**src/rtl/pq_pkg.sv**
```systemverilog
package pq_pkg;

    typedef enum logic [1:0] {
        QS_IDLE    = 2'b00,
        QS_FIRST   = 2'b01,
        QS_FLUSHED = 2'b10,
        QS_NEXT    = 2'b11
    } qstat_e;

    typedef struct packed {
        logic flush;
        logic push;
        logic pop;
        logic first;
    } pq_op_t;

    function automatic int depth_for(input bit wide);
        return wide ? 6 : 4;
    endfunction

    function automatic int bytes_for(input bit wide);
        return wide ? 2 : 1;
    endfunction

    function automatic int wrap_add(input int p, input int k, input int depth);
        return (p + k) % depth;
    endfunction

endpackage

```
**src/rtl/pq_storage.sv**
```systemverilog
module pq_storage
    import pq_pkg::*;
#(
    parameter int DEPTH     = 6,
    parameter int BUS_BYTES = 2,
    parameter int PW        = 3
) (
    input  logic                   clk,
    input  logic                   wr_en,
    input  logic [PW-1:0]          wr_ptr,
    input  logic [BUS_BYTES*8-1:0] wr_data,
    input  logic [PW-1:0]          rd_ptr,
    output logic [7:0]             rd_byte
);
    logic [7:0]    mem [DEPTH];
    logic [PW-1:0] lane_slot [BUS_BYTES];

    for (genvar g = 0; g < BUS_BYTES; g++) begin : g_lane
        assign lane_slot[g] = PW'(wrap_add(int'(wr_ptr), g, DEPTH));
    end

    always_ff @(posedge clk) begin
        if (wr_en) begin
            for (int i = 0; i < BUS_BYTES; i++) begin
                mem[lane_slot[i]] <= wr_data[i*8 +: 8];
            end
        end
    end

    assign rd_byte = mem[rd_ptr];
endmodule

```
**src/rtl/pq_ctrl.sv**
```systemverilog
module pq_ctrl
    import pq_pkg::*;
#(
    parameter int DEPTH     = 6,
    parameter int BUS_BYTES = 2,
    parameter int PW        = 3,
    parameter int LW        = 3
) (
    input  logic          clk,
    input  logic          rst,
    input  pq_op_t        op,
    output logic [PW-1:0] wr_ptr,
    output logic [PW-1:0] rd_ptr,
    output logic [LW-1:0] level,
    output logic          wr_en,
    output logic          pop_ok,
    output logic          fetch_req,
    output logic          not_empty
);
    logic room;

    assign room      = (DEPTH - int'(level)) >= BUS_BYTES;
    assign wr_en     = op.push && !op.flush && room;
    assign pop_ok    = op.pop && !op.flush && (level != '0);
    assign fetch_req = room && !op.flush;
    assign not_empty = (level != '0);

    always_ff @(posedge clk) begin
        if (rst || op.flush) begin
            wr_ptr <= '0;
            rd_ptr <= '0;
            level  <= '0;
        end else begin
            if (wr_en) begin
                wr_ptr <= PW'(wrap_add(int'(wr_ptr), BUS_BYTES, DEPTH));
            end
            if (pop_ok) begin
                rd_ptr <= PW'(wrap_add(int'(rd_ptr), 1, DEPTH));
            end
            level <= LW'(int'(level) + (wr_en ? BUS_BYTES : 0) - (pop_ok ? 1 : 0));
        end
    end
endmodule

```
**src/rtl/pq_status.sv**
```systemverilog
module pq_status
    import pq_pkg::*;
(
    input  logic   clk,
    input  logic   rst,
    input  pq_op_t op,
    input  logic   pop_ok,
    output qstat_e status
);
    qstat_e next_status;

    always_comb begin
        if (op.flush)       next_status = QS_FLUSHED;
        else if (!pop_ok)   next_status = QS_IDLE;
        else if (op.first)  next_status = QS_FIRST;
        else                next_status = QS_NEXT;
    end

    always_ff @(posedge clk) begin
        if (rst) status <= QS_IDLE;
        else     status <= next_status;
    end
endmodule

```
**src/rtl/prefetch_queue.sv**
```systemverilog
module prefetch_queue
    import pq_pkg::*;
#(
    parameter bit WIDE_BUS = 1'b1,
    localparam int DEPTH     = depth_for(WIDE_BUS),
    localparam int BUS_BYTES = bytes_for(WIDE_BUS),
    localparam int PW        = $clog2(DEPTH),
    localparam int LW        = $clog2(DEPTH + 1)
) (
    input  logic                   clk,
    input  logic                   rst,
    input  logic                   flush,
    input  logic                   push,
    input  logic [BUS_BYTES*8-1:0] push_data,
    input  logic                   pop,
    input  logic                   pop_first,
    output logic                   fetch_req,
    output logic                   not_empty,
    output logic [7:0]             head_byte,
    output logic [1:0]             q_status
);
    pq_op_t        op;
    logic [PW-1:0] wr_ptr;
    logic [PW-1:0] rd_ptr;
    logic [LW-1:0] level;
    logic          wr_en;
    logic          pop_ok;
    qstat_e        status;

    assign op = '{flush: flush, push: push, pop: pop, first: pop_first};

    pq_ctrl #(.DEPTH(DEPTH), .BUS_BYTES(BUS_BYTES), .PW(PW), .LW(LW)) u_ctrl (
        .clk(clk), .rst(rst), .op(op), .wr_ptr(wr_ptr), .rd_ptr(rd_ptr),
        .level(level), .wr_en(wr_en), .pop_ok(pop_ok),
        .fetch_req(fetch_req), .not_empty(not_empty)
    );

    pq_storage #(.DEPTH(DEPTH), .BUS_BYTES(BUS_BYTES), .PW(PW)) u_store (
        .clk(clk), .wr_en(wr_en), .wr_ptr(wr_ptr), .wr_data(push_data),
        .rd_ptr(rd_ptr), .rd_byte(head_byte)
    );

    pq_status u_stat (
        .clk(clk), .rst(rst), .op(op), .pop_ok(pop_ok), .status(status)
    );

    assign q_status = status;
endmodule

```
**config.mk**
```make
export PLATFORM = sky130hd
export DESIGN_NAME = prefetch_queue
export DESIGN_NICKNAME = d
export VERILOG_FILES = /design/src/rtl/pq_pkg.sv /design/src/rtl/pq_storage.sv /design/src/rtl/pq_ctrl.sv /design/src/rtl/pq_status.sv /design/src/rtl/prefetch_queue.sv
export SDC_FILE = /design/constraint.sdc
export NUM_CORES = 1
export LEC_CHECK = 0
export BUFFER_PORTS_ARGS = -buffer_cell sky130_fd_sc_hd__clkbuf_2
export CORE_MARGIN = 2
export CORE_UTILIZATION = 35
export DETAILED_ROUTE_END_ITERATION = 10
export HOLD_SLACK_MARGIN = 0.05
export SYNTH_ARGS = -nofsm -noshare
export SYNTH_HDL_FRONTEND = slang
export SYNTH_SLANG_ARGS = --single-unit
```
**constraint.sdc**
```tcl
create_clock -name clk -period 5.15 [get_ports clk]
set_input_delay 0.2575 -clock clk [delete_from_list [all_inputs] [get_ports clk]]
set_output_delay 0.2575 -clock clk [all_outputs]
set_load 0.02 [all_outputs]
```
* Yosys cells after proc, flatten, opt, wreduce, memory -nomap -nowiden *
Memory sizes are Yosys's and may differ from the RTL's. A register that Yosys moved wholly into a read port is not among the register bits.
Cells that the tools add are included.

storage, ports and cells
  register bits after elaboration = 11
  RAM bits = 48
  output and inout port bits = 12
  word-level logic and storage cells = 36
  memories = 1

operators by class
  add/subtract/negate cells = 6
  div/mod/pow operators = 4
  $lt $le $gt $ge = 1
  multiplexer cells = 9
  bitwise operators = 1
  reduce and logical (&&, ||, !) cells = 9

memory list
  name         depth  bits a word  rd ports  clocked after Yosys merged registers in  wr ports  line              source
  u_store.mem  6      8            1         1                                        2         pq_storage.sv:15  logic [7:0] mem [DEPTH];

operator list
  cell                                                                count
  modulo 32 x 4 -> 32 bit, second input constant                      3
  greater-or-equal comparator 32 x 3 -> 1 bit, second input constant  1
  modulo 4 x 4 -> 32 bit, second input constant                       1
  adder 3 x 1 -> 4 bit, second input constant                         2
  two-way mux 2 bit                                                   4
  two-way mux 3 bit                                                   2
  logical AND 1 bit                                                   5
  adder 3 x 2 -> 4 bit, second input constant                         1
  subtractor 3 x 3 -> 4 bit, first input constant                     1
  adder 3 bit                                                         1
  two-way mux 1 bit                                                   3
  nonzero test 3 bit                                                  1
  OR reduction 3 bit                                                  1
  subtractor 3 bit                                                    1
  zero test 1 bit                                                     1
  logical OR 1 bit                                                    1
  inverter 1 bit                                                      1

* Logic depth before layout (Yosys ltp) *
  depth after elaboration = 6
  mapped depth = 12

* Hierarchy *
A second synthesis with hierarchy kept.

unflattened totals
  cells, all modules = 262
  area total of the unflattened synthesis = 3,395.8 um^2

modules (own cells, without submodules)
  module      times used  cells an instance  area each (um^2)  sequential area each (um^2)
  pq_storage  1           186                2,722.6           1,441.4
  pq_ctrl     1           70                 606.8             160.2
  pq_status   1           6                  66.3              40.0

* Worst setup path after synthesis *
No wires, ideal clock.

  path type = register to register
  start point = register u_ctrl.wr_ptr[1]
  end point = memory u_store.mem[5][0] (data pin)
  arrival = 2.024 ns
  path slack = 2.865 ns
  stages on the path, launching flop included = 7
  path buffers = 1
  period minus slack after synthesis = 2.285 ns
  cells stage by stage = dfxtp_1 -> inv_1 -> fa_1 -> mux2_2 -> or3_4 -> buf_6 -> mux2_4

RTL lines
  what                    line              source
  start, declared         pq_ctrl.sv:12     output logic [PW-1:0] wr_ptr,
  start signal, assigned  pq_ctrl.sv:35     wr_ptr <= PW'(wrap_add(int'(wr_ptr), BUS_BYTES, DEPTH));
  end, declared           pq_storage.sv:15

==> metrics.csv <==
stage,metric,value,unit
outcome,run_status,"finished, final reports clean",
timing,period_needed,2.56,ns
timing,final_hold_viol_count,0,
power,power.share.combinational,0.080,
cells_and_area,area_growth,13.6,%
timing,final_min_period_over_clock_period,0.498,
setup_path,cp_slowest_cell,sky130_fd_sc_hd__fa_1,
drt,drt-total-wl,5650,µm
logic_synthesis,postSynthAreaPerCell,13.0,µm²
placement,gp_congestion,0.801,
setup_path,cp-start-kind,flip-flop,
global_route,grt_pass1_vias,1749,
timing,setup-tns-final,0,ns
floorplanning,initial_utilization,0.366,
cells_and_area,area_of_the_multi_input_gates,1150,µm²
drt,dr_total_vias,1730,
cells_and_area,seq_area,1700,µm²
logic_synthesis,syn_area,3030,µm²
clock_tree,cts_made_buffers,9,
clock_tree,clk-insertion-delay-late,0.34,ns
setup_path,timing.setup.critical_path_class,reg2reg,
drt,drc,0,
cells_and_area,nFillCells,775,
setup_path,critical_path.cell_chain,inv_1 -> fa_1 -> mux2_2 -> or3_4 -> inv_1,
logic_synthesis,synth.yosys.warnings,0,
setup_path,reg2reg_depth,5,
worst_hold_path,hold-path-endpoint,u_stat.status[1],
global_route,grt_first_pass_wirelength,9170,µm
power,p_leak,0.00131,µW
setup_path,cpMostUsedCell,sky130_fd_sc_hd__inv_1,
setup_path,worstReg2RegStart,u_ctrl.wr_ptr[1],
cells_and_area,finalNetCount,282,
clock_tree,htree_levels,3,
cells_and_area,most-common-layout-cells,"48 x sky130_fd_sc_hd__edfxtp_1, 33 x sky130_fd_sc_hd__clkbuf_2, 21 x sky130_fd_sc_hd__nor2_1, 17 x sky130_fd_sc_hd__mux2_2, 14 x sky130_fd_sc_hd__a21oi_1",
clock_tree,cts_buffer_depth,2,
cells_and_area,utilization,0.415,
setup_path,critical_path.endpoint_type,flip-flop,
logic_synthesis,postSynthCellCount,234,
setup_path,cp_data_required_time,5.14,ns
logic_synthesis,seq_area_frac_synth,0.561,
floorplanning,die-area,9430,µm²
floorplanning,die_width,97.1,µm
placement,dp_hpwl,3830,µm
timing,fin_ws,2.59,ns
power,total_power,1170,µW
power,pwr_density,339,nW/µm²
job,cap_violations,0,
clock_tree,tritoncts,done,
logic_synthesis,yosys_register_bits,61,
power,p_int,910,µW
setup_path,worst-endpoint-arrival,2.55,ns
global_route,grt_overflow_total,0,
clock_tree,post_cts.repair.setup_buffers,0,
power,p_seq_frac,0.471,
global_route,grt_start_max_net_pins,17,
placement,io_buffers,33,
logic_synthesis,synth.lib_cells_used.distinct,34,
clock_tree,clock_sink_count,61,
worst_hold_path,hold_path_depth,2,
floorplanning,ios,34,
logic_synthesis,syn_nets,270,
timing,setup_viol_count_final,0,
setup_path,worst-r2r-setup-slack,2.59,ns
power,clock_power_share,0.449,
timing,slew_viol_final,0,
drt,number_of_search_and_repair_iterations_in_the_first_detailed_routing_pass,4,
floorplanning,num_rows,33,
cells_and_area,layout_commonest_cell,sky130_fd_sc_hd__edfxtp_1,
setup_path,rr_endpoint,u_store.mem[5][1],
power,ir_worst_vdd,0.146,mV
cells_and_area,antenna-diode-count,0,
setup_path,critical_path.top_delay_family,buffers and inverters,
global_route,antenna_found_initial,0,
setup_path,cp_num_buf_inv,2,
drt,drt_first_iter_violations,79,
cells_and_area,layout_cell_share_with_drive_strength_beyond_1,0.347,
setup_path,critical_path_peak_fanout,9,
setup_path,worst_path_largest_cell_delay,0.48,ns
timing,setup_skew_after_layout,0.00701,ns
power,total_switching_power,257,µW
drt,vias_per_cell,4.86,
clock_tree,cts_root_buffer,sky130_fd_sc_hd__clkbuf_8,
floorplanning,floorplan_die_height,97.1,µm
clock_tree,cts.hold.buffers_added,0,
logic_synthesis,synth_top_area_share,0.475,
clock_tree,postCtsResizedCells,0,
clock_tree,clk_pin_slew_worst_paths,0.07,ns
logic_synthesis,synth_top_area_cell,sky130_fd_sc_hd__edfxtp_1,
timing,max_clock_freq,0.390,GHz
drt,antenna_left,0,
global_route,groute.usage.overall,0.129,
worst_hold_path,holdCritPathClass,in2reg,
timing,worst_pin_slew,0.625,ns
floorplanning,core-area,8300,µm²
worst_hold_path,hp-start,rst,
logic_synthesis,netlist_top_cells_area,"sky130_fd_sc_hd__edfxtp_1 48%, sky130_fd_sc_hd__dfxtp_1 8.6%, sky130_fd_sc_hd__mux2_2 6.3%",
drt,detail_route.wl_per_cell,15.9,µm
placement,dp_slack,2.57,ns
timing,max_slew_margin,0.583,
power,switching_share,0.220,
timing,rsz0062_at_grt,no,
==> metal layers <==
metal | vias up | track usage | part of all wire
li1 | 833 | - | -
met2 | 47 | 0.201 | 0.47
met1 | 836 | 0.167 | 0.46
met5 | - | 0 | 0
met4 | 0 | 0.0488 | 0.018
met3 | 14 | 0.0460 | 0.058
==> Yosys cell counts (all sizes together) <==
cell,instances
a21oi,14
a22oi,1
a31oi,2
a32oi,1
and2,5
and3,2
buf,5
clkbuf,28
conb,1
dfxtp,13
edfxtp,48
fa,1
ha,13
inv,12
mux2,25
mux2i,8
mux4,8
nand2,6
nand2b,2
nand3,1
nand3b,3
nand4,1
nor2,21
nor4,1
o21ai,2
or2,2
or3,1
xnor2,3
xor2,4
==> metrics by stage <==
| step | hold slack [ns] | area (µm²) | instances |
|---|---|---|---|
| after global placement | 0.451 | 3200 | 340 |
| final | 0.0933 | 3450 | 356 |
| after detailed placement | 0.455 | 3200 | 340 |
| after floorplan | 0.330 | 3030 | 234 |
| after CTS | 0.0823 | 3450 | 356 |
| after global routing | 0.106 | 3450 | 356 |
==> power groups by stage <==
stage / Sequential [µW] / Clock, µW / Combinational (µW)
floorplan: 560 / 0 / 68.1
global placement: 560 / 0 / 93.1
detailed placement: 561 / 0 / 94.0
CTS: 550 / 532 / 94.5
global route: 551 / 556 / 105
finish: 550 / 524 / 93.1
==> flip-flops by register name, indices dropped and copies added, names as in the netlist, named ones only <==
| register | flops |
|---|---|
| u_stat.status | 2 |
| u_store.mem | 48 |
| u_ctrl.wr_ptr | 2 |
| u_ctrl.level | 3 |
| u_ctrl.rd_ptr | 3 |
==> kinds of logic after synthesis <==
group | Yosys count | synth area share
buffers and inverters | 45 | 0.0602
and+or+nand+nor | 45 | 0.0730
other | 1 | 0.00124
muxes | 41 | 0.188
DFF | 61 | 0.561
adders and majority gates | 14 | 0.0602
xor gates and xnor gates | 7 | 0.0202
AOI/OAI and AO/OA | 20 | 0.0359
==> area by class of cell <==
type	instances	area share
inverters	12	0.0131
flip-flops and latches	61	0.494
well taps	105	0.0381
clock inverters	7	0.0356
repair buffers	34	0.0501
clock buffers	9	0.0359
multi-input cells	128	0.334
==> worst max path at each step <==
| stage | start | endpoint | slack, ns | depth (start not counted) |
|---|---|---|---|---|
| after floorplan | u_ctrl.wr_ptr[1] | u_store.mem[5][0] | 2.87 | 6 |
| after global placement | u_ctrl.wr_ptr[1] | u_store.mem[5][5] | 2.63 | 5 |
| after detailed placement | u_ctrl.wr_ptr[1] | u_store.mem[5][6] | 2.57 | 5 |
| after CTS | u_ctrl.wr_ptr[1] | u_store.mem[5][1] | 2.55 | 5 |
| after global routing | u_ctrl.wr_ptr[1] | u_store.mem[5][0] | 2.47 | 5 |
| final | u_ctrl.wr_ptr[1] | u_store.mem[5][1] | 2.59 | 5 |
Note: power is estimated with default switching activity, not from simulation.
